File: src/rtl/daq_pkg.sv
package daq_pkg;
    typedef enum logic [0:0] {CV_IDLE = 1'b0, CV_BUSY = 1'b1} conv_state_e;

    localparam logic [2:0] TRG_SOFT     = 3'd1;
    localparam logic [2:0] TRG_PACE_DMA = 3'd2;
    localparam logic [2:0] TRG_PACE_IRQ = 3'd6;

    localparam logic [3:0] OFS_DATA_LO = 4'h4;
    localparam logic [3:0] OFS_DATA_HI = 4'h5;
    localparam logic [3:0] OFS_DIN_LO  = 4'h6;
    localparam logic [3:0] OFS_DIN_HI  = 4'h7;
    localparam logic [3:0] OFS_STATUS  = 4'h8;
    localparam logic [3:0] OFS_GAIN    = 4'h9;
    localparam logic [3:0] OFS_MUX     = 4'hA;
    localparam logic [3:0] OFS_CTRL    = 4'hB;
    localparam logic [3:0] OFS_STROBE  = 4'hC;
    localparam logic [3:0] OFS_DOUT_LO = 4'hD;
    localparam logic [3:0] OFS_DOUT_HI = 4'hE;
endpackage

File: src/rtl/daq_conv_fsm.sv
module daq_conv_fsm
    import daq_pkg::*;
#(
    parameter int ADC_BITS    = 12,
    parameter int CONV_CYCLES = 5
) (
    input  logic                clk,
    input  logic                rst_n,
    input  logic                start_req,
    input  logic                clr_ready,
    input  logic [ADC_BITS-1:0] adc_word,
    output logic                adc_start,
    output logic                done,
    output logic                ready,
    output logic [ADC_BITS-1:0] result
);
    localparam int CNT_W = $clog2(CONV_CYCLES + 1);

    conv_state_e       state_q, state_d;
    logic [CNT_W-1:0]  cnt_q, cnt_d;
    logic              accept;

    // state register
    always_ff @(posedge clk or negedge rst_n) begin
        if (!rst_n) begin
            state_q <= CV_IDLE;
            cnt_q   <= '0;
        end else begin
            state_q <= state_d;
            cnt_q   <= cnt_d;
        end
    end

    // transitions
    always_comb begin
        state_d = state_q;
        cnt_d   = cnt_q;
        unique case (state_q)
            CV_IDLE: begin
                if (start_req) begin
                    state_d = CV_BUSY;
                    cnt_d   = CNT_W'(CONV_CYCLES - 1);
                end
            end
            CV_BUSY: begin
                if (cnt_q == '0) state_d = CV_IDLE;
                else             cnt_d   = cnt_q - 1'b1;
            end
            default: state_d = CV_IDLE;
        endcase
    end

    assign accept = (state_q == CV_IDLE) && start_req;
    assign done   = (state_q == CV_BUSY) && (cnt_q == '0);

    // outputs
    always_ff @(posedge clk or negedge rst_n) begin
        if (!rst_n) begin
            adc_start <= 1'b0;
            ready     <= 1'b0;
            result    <= '0;
        end else begin
            adc_start <= accept;
            if (done) begin
                result <= adc_word;
                ready  <= 1'b1;
            end else if (accept || clr_ready) begin
                ready  <= 1'b0;
            end
        end
    end
endmodule

File: src/rtl/daq_req_gen.sv
module daq_req_gen
    import daq_pkg::*;
#(
    parameter int NUM_LINES    = 16,
    parameter bit LINE_SELECT  = 1'b1,
    parameter int DEFAULT_LINE = 0
) (
    input  logic                         clk,
    input  logic                         rst_n,
    input  logic                         done,
    input  logic [2:0]                   mode,
    input  logic                         clr,
    input  logic [$clog2(NUM_LINES)-1:0] line_sel,
    output logic [NUM_LINES-1:0]         irq_lines,
    output logic                         dma_req
);
    logic irq_pend;

    always_ff @(posedge clk or negedge rst_n) begin
        if (!rst_n) begin
            irq_pend <= 1'b0;
            dma_req  <= 1'b0;
        end else begin
            dma_req <= done && (mode == TRG_PACE_DMA);
            if (done && (mode == TRG_PACE_IRQ)) irq_pend <= 1'b1;
            else if (clr)                       irq_pend <= 1'b0;
        end
    end

    generate
        if (LINE_SELECT) begin : g_sel
            assign irq_lines = irq_pend ? (NUM_LINES'(1) << line_sel) : '0;
        end else begin : g_fixed
            logic [$clog2(NUM_LINES)-1:0] unused_sel;
            assign unused_sel = line_sel;
            assign irq_lines  = irq_pend ? (NUM_LINES'(1) << DEFAULT_LINE) : '0;
        end
    endgenerate
endmodule

File: src/rtl/daq_ao_chan.sv
module daq_ao_chan #(
    parameter int AO_BITS = 12
) (
    input  logic               clk,
    input  logic               rst_n,
    input  logic               wr_lo,
    input  logic               wr_hi,
    input  logic [7:0]         wdata,
    output logic [AO_BITS-1:0] ao
);
    logic [7:0] hold_q;

    always_ff @(posedge clk or negedge rst_n) begin
        if (!rst_n) begin
            hold_q <= '0;
            ao     <= '0;
        end else begin
            if (wr_lo) hold_q <= wdata;
            if (wr_hi) ao     <= {wdata[AO_BITS-9:0], hold_q};
        end
    end
endmodule

File: src/rtl/daq_regfront.sv
module daq_regfront
    import daq_pkg::*;
#(
    parameter int ADC_BITS     = 12,
    parameter int CONV_CYCLES  = 5,
    parameter int NUM_AO       = 2,
    parameter int AO_BITS      = 12,
    parameter int GAIN_W       = 4,
    parameter bit LINE_SELECT  = 1'b1,
    parameter int DEFAULT_LINE = 0,
    parameter bit USE_EXT      = 1'b0
) (
    input  logic                      clk,
    input  logic                      rst_n,
    input  logic                      bus_wr,
    input  logic [3:0]                bus_addr,
    input  logic [7:0]                bus_wdata,
    output logic [7:0]                bus_rdata,
    input  logic                      pace_tick,
    input  logic                      ext_trig,
    output logic                      adc_start,
    input  logic [ADC_BITS-1:0]       adc_word,
    output logic [15:0]               irq_lines,
    output logic                      dma_req,
    output logic [3:0]                mux_chan,
    output logic [1:0]                mux_cs,
    output logic [GAIN_W-1:0]         gain_code,
    output logic [NUM_AO*AO_BITS-1:0] ao_word,
    input  logic [15:0]               din,
    output logic [15:0]               dout
);
    localparam int NUM_LINES = 16;

    logic [2:0]          mode_q;
    logic [3:0]          line_q;
    logic [5:0]          mux_q;
    logic [GAIN_W-1:0]   gain_q;
    logic [15:0]         dout_q;
    logic                tick;
    logic                strobe_hit, clr_hit, start_req;
    logic                conv_done, conv_ready;
    logic [ADC_BITS-1:0] conv_result;
    logic [7:0]          data_hi, status_byte;

    // pacing source
    generate
        if (USE_EXT) begin : g_ext
            logic unused_tick;
            assign unused_tick = pace_tick;
            assign tick        = ext_trig;
        end else begin : g_int
            logic unused_tick;
            assign unused_tick = ext_trig;
            assign tick        = pace_tick;
        end
    endgenerate

    assign strobe_hit = bus_wr && (bus_addr == OFS_STROBE);
    assign clr_hit    = bus_wr && (bus_addr == OFS_STATUS);
    assign start_req  = ((mode_q == TRG_SOFT) && strobe_hit) ||
                        (((mode_q == TRG_PACE_DMA) || (mode_q == TRG_PACE_IRQ)) && tick);

    // configuration registers
    always_ff @(posedge clk or negedge rst_n) begin
        if (!rst_n) begin
            mode_q <= '0;
            line_q <= '0;
            mux_q  <= '0;
            gain_q <= '0;
            dout_q <= '0;
        end else if (bus_wr) begin
            case (bus_addr)
                OFS_CTRL:    begin mode_q <= bus_wdata[2:0]; line_q <= bus_wdata[7:4]; end
                OFS_MUX:     mux_q        <= bus_wdata[5:0];
                OFS_GAIN:    gain_q       <= bus_wdata[GAIN_W-1:0];
                OFS_DOUT_LO: dout_q[7:0]  <= bus_wdata;
                OFS_DOUT_HI: dout_q[15:8] <= bus_wdata;
                default: ;
            endcase
        end
    end

    assign mux_chan  = mux_q[3:0];
    assign mux_cs    = mux_q[5:4];
    assign gain_code = gain_q;
    assign dout      = dout_q;

    daq_conv_fsm #(.ADC_BITS(ADC_BITS), .CONV_CYCLES(CONV_CYCLES)) u_conv (
        .clk       (clk),
        .rst_n     (rst_n),
        .start_req (start_req),
        .clr_ready (clr_hit),
        .adc_word  (adc_word),
        .adc_start (adc_start),
        .done      (conv_done),
        .ready     (conv_ready),
        .result    (conv_result)
    );

    daq_req_gen #(.NUM_LINES(NUM_LINES), .LINE_SELECT(LINE_SELECT),
                  .DEFAULT_LINE(DEFAULT_LINE)) u_req (
        .clk       (clk),
        .rst_n     (rst_n),
        .done      (conv_done),
        .mode      (mode_q),
        .clr       (clr_hit),
        .line_sel  (line_q),
        .irq_lines (irq_lines),
        .dma_req   (dma_req)
    );

    // analog output channels
    generate
        for (genvar k = 0; k < NUM_AO; k++) begin : g_ao
            logic wr_lo, wr_hi;
            assign wr_lo = bus_wr && (bus_addr == 4'(4 + 2 * k));
            assign wr_hi = bus_wr && (bus_addr == 4'(5 + 2 * k));
            daq_ao_chan #(.AO_BITS(AO_BITS)) u_ao (
                .clk   (clk),
                .rst_n (rst_n),
                .wr_lo (wr_lo),
                .wr_hi (wr_hi),
                .wdata (bus_wdata),
                .ao    (ao_word[k*AO_BITS +: AO_BITS])
            );
        end
    endgenerate

    // result high byte layout depends on converter width
    generate
        if (ADC_BITS > 12) begin : g_wide
            assign data_hi = 8'(conv_result >> 8);
        end else begin : g_narrow
            assign data_hi = {3'b000, ~conv_ready, 4'(conv_result >> 8)};
        end
    endgenerate

    assign status_byte = {2'b00, ~conv_ready, 5'b00000};

    always_comb begin
        case (bus_addr)
            OFS_DATA_LO: bus_rdata = conv_result[7:0];
            OFS_DATA_HI: bus_rdata = data_hi;
            OFS_DIN_LO:  bus_rdata = din[7:0];
            OFS_DIN_HI:  bus_rdata = din[15:8];
            OFS_STATUS:  bus_rdata = status_byte;
            default:     bus_rdata = 8'h00;
        endcase
    end
endmodule

File: config.mk
export PLATFORM = sky130hd
export DESIGN_NAME = daq_regfront
export DESIGN_NICKNAME = d
export VERILOG_FILES = /design/src/rtl/daq_pkg.sv /design/src/rtl/daq_conv_fsm.sv /design/src/rtl/daq_req_gen.sv /design/src/rtl/daq_ao_chan.sv /design/src/rtl/daq_regfront.sv
export SDC_FILE = /design/constraint.sdc
export NUM_CORES = 1
export LEC_CHECK = 0
export BUFFER_PORTS_ARGS = -buffer_cell sky130_fd_sc_hd__buf_2
export CORE_AREA = 2 2 136 138
export DETAILED_ROUTE_END_ITERATION = 6
export DIE_AREA = 0 0 138 140
export PLACE_DENSITY_LB_ADDON = 0.2
export SLEW_MARGIN = 40
export SYNTH_ARGS = -nofsm -noshare
export SYNTH_HDL_FRONTEND = slang
export SYNTH_SLANG_ARGS = --single-unit
File: constraint.sdc
create_clock -name clk -period 1.8 [get_ports clk]
set_input_delay 0.18 -clock clk [delete_from_list [all_inputs] [get_ports clk]]
set_output_delay 0.18 -clock clk [all_outputs]
set_load 0.01 [all_outputs]
==> flow_summary.ini <==
[critical_path]
crit_path_max_fanout = 3
capturing_element_type_of_the_critical_path = primary output
crit_chain = or4b_4, o21ai_0, buf_2
critical_path_arrival_ns = 1.53
start_kind = flop
cp.required_ns = 1.62
worst-path-buf-inv = 1
crit_path_start = u_conv.ready
crit_family = simple AND/OR/NAND/NOR gates
max_stage_delay_ns = 0.53
r2r_start = u_conv.cnt_q[0]
path_class = reg -> out
slowest_stage = or4b_4

[power]
power.switching_fraction_pct = 29.13
intPower_mw = 4.921
leakagePower_nw = 2.555
sequentialPowerShare_pct = 44.1
power.share.combinational_pct = 25.5
power.density_nw_per_um2 = 1305
switchingPower_mw = 2.023
clkPwrFrac_pct = 30.3
vdd_ir_drop_max_uv = 425.6

[final_layout]
layout-drive-gt1-share_pct = 58.63
final.fill_count = 1839
fin_cells = 652
final_nets = 465
layout_stage_area_growth_over_the_synthesis_result_pct = 32.29
antenna-diode-count = 0

[route]
num_vias = 2754
drt_wl_total_um = 10360
final_antenna_net_count = 0
vias_per_cell = 4.224
drc = 0
detail_routed_net_length_per_standard_cell_um = 15.89
drt_first_pass_iters = 4
detail_route.iter0.violations = 115

[clock_network]
htree_num_levels = 3
cts.repair_timing.setup_buffer_count = 0
numCtsBuffers = 9
worstSkewPairLatency_ns = 0.34
cts.path.max_buffers = 2
cts.sink_count = 93
root_buffer = clkbuf_16
cts_tree = done
clk_transition_reported_paths_ns = 0.07

[place]
dp.final_hpwl_um = 7490
placed_cells_incl_taps = 635
portBuffers = 119
gp_congestion = 0.7181

[floorplan]
floorplan.rows = 49
die_y_extent_um = 140
core_area_um2 = 17780
die-area_um2 = 19320
initial_cell_density_of_the_core_pct = 22.62
die_width_um = 138
pin_count = 121

[min_path]
hold_path.class = in -> reg
min-delay-start = adc_word[0]

[grt]
track_usage_pct = 11.33
grt_pass1_vias = 3133
antenna_found_initial = 0
grt_overflow_total = 0
wire_length_of_the_first_global_routing_pass_um = 17130
pin_count_of_the_biggest_net_entering_global_routing = 43

[logic_synthesis]
synthCells = 281
post_synthesis_cell_area_um2 = 4023
main_flop_type_after_synthesis = dfrtp_1
synth.largest_area_cell = dfrtp_1
post_synthesis_average_cell_area_um2 = 14.32
post-synth-top-area-fraction_pct = 57.85
yosys-top-cells-area = dfrtp_1, mux2_2, mux2_4, mux4_2, nor2_1
seq_area_frac_synth_pct = 57.85
postSynthRegisterBits = 93
synthesis.nets = 328
synth_enable_flop_cells = 0
synth_cell_type_count = 36
number_of_warnings_reported_in_the_yosys_synthesis_log = 0
postSynth.asyncResetShare_pct = 100.0

[sta]
period_share_pct = 95.26
final_layout_setup_total_negative_slack_ns = 0
timing.clock.skew_ns = 0.003675
setup_repair_after_global_routing_missed_its_margin = false
worstMarginPinSlew_ns = 0.5770
timing.final.hold_violations = 0
max_freq_mhz = 583.2
slew_headroom_pct = 61.53
final-max-slew-violation-count = 0
period_minus_slack_ns = 1.715
setup-violations-final = 0

[status]
run_status = complete, no violations

[job]
drv.max_cap_violation_count = 0
[cell usage after synthesis, types with 4 or more instances]
cell,n
nor2b_1,5
nand3_1,6
nor3_1,5
nor2_1,18
mux4_2,4
inv_1,5
buf_2,6
mux2_2,76
nand3b_1,6
nand2b_1,7
nor2_2,5
dfrtp_1,93
mux2_4,8
o21a_1,4
[sequential cells by signal, indices dropped and copies added (netlist names), 3 cells and up]
| name | flops |
|---|---|
| g_ao.u_ao.hold_q | 16 |
| mux_q | 6 |
| u_conv.result | 12 |
| g_ao.u_ao.ao | 24 |
| gain_code | 4 |
| mode_q | 3 |
| line_q | 4 |
| dout | 16 |
| u_conv.cnt_q | 3 |
[what timing repair did]
item / 4_1_cts / 5_1_grt
hold buffers: 1 / 0
endpoints found under the setup margin: 0 / 2
endpoints found under the hold margin: 26 / 0
gates resized for setup: 0 / 2
[through the flow]
step,hold WS (ns),cell area [µm²],power [mW],util (%),setup WS [ns]
5_1_grt,0.05215,5321,7.435,29.93,0.002726
3_3_place_gp,0.1383,4972,4.831,27.97,0.2494
4_1_cts,0.05378,5315,7.058,29.89,0.02414
2_1_floorplan,-0.1156,4023,4.152,-,0.2755
6_report,0.06841,5321,6.943,29.93,0.08528
3_5_place_dp,0.1514,4972,4.897,27.97,0.2447
[final cells by class]
cell class / instances / area [µm²] / area share, %
multi-input combinational: 174 / 1623 / 30.50
clock buffer: 9 / 225.2 / 4.232
sequential: 93 / 2327 / 43.73
timing repair buffer: 135 / 733.2 / 13.78
inverter: 5 / 18.77 / 0.3527
clock inverter: 7 / 107.6 / 2.022
tap: 229 / 286.5 / 5.384
[per-layer routing]
metal,vias to the layer above,track usage (%),wire length (µm)
li1,1280,-,-
met5,-,0,0
met4,0,3.061,104
met2,80,18.66,4834
met3,9,4.103,702
met1,1385,14.13,4717
[power groups by stage]
stage | Combinational (mW) | Sequential (mW) | Clock [mW]
floorplan | 1.01 | 3.14 | 0
global placement | 1.76 | 3.07 | 0
detailed placement | 1.80 | 3.10 | 0
CTS | 1.80 | 3.07 | 2.18
global route | 1.97 | 3.17 | 2.30
finish | 1.77 | 3.06 | 2.11
[final timing paths]
check                                       to  slack [ns]  cells past startpoint
max                               bus_rdata[5]        0.09                      3
max reg2reg                    u_conv.cnt_q[0]        0.32                      6
max in group asynchronous  g_ao[1].u_ao.ao[11]        0.91                      3
min in group asynchronous   g_ao[1].u_ao.ao[4]        0.31                      2
min reg2reg                g_ao[0].u_ao.ao[10]        0.49                      1
min                           u_conv.result[0]        0.07                      2
[layout by cell type (no fill, tap or decap), drive strengths merged, types with 3 or more instances in the layout]
| cell type | n |
|---|---|
| nor2 | 23 |
| buf | 134 |
| o21a | 4 |
| or2 | 3 |
| nor2b | 5 |
| nand3b | 6 |
| a211oi | 3 |
| nand2b | 7 |
| clkbuf | 9 |
| o21ai | 3 |
| dfrtp | 93 |
| nand2 | 3 |
| mux2i | 3 |
| inv | 7 |
| mux4 | 4 |
| mux2 | 85 |
| nor3 | 5 |
| nand3 | 6 |
[cell families after synthesis]
family / count (synthesis) / synth area share, %
AOI/OAI and AO/OA: 17 / 3.484
adders and majority gates: 2 / 0.6220
buffers and inverters: 14 / 1.960
DFF: 93 / 57.85
muxes: 92 / 27.53
and+or+nand+nor: 63 / 8.554
(Power assumes the default switching activity.)
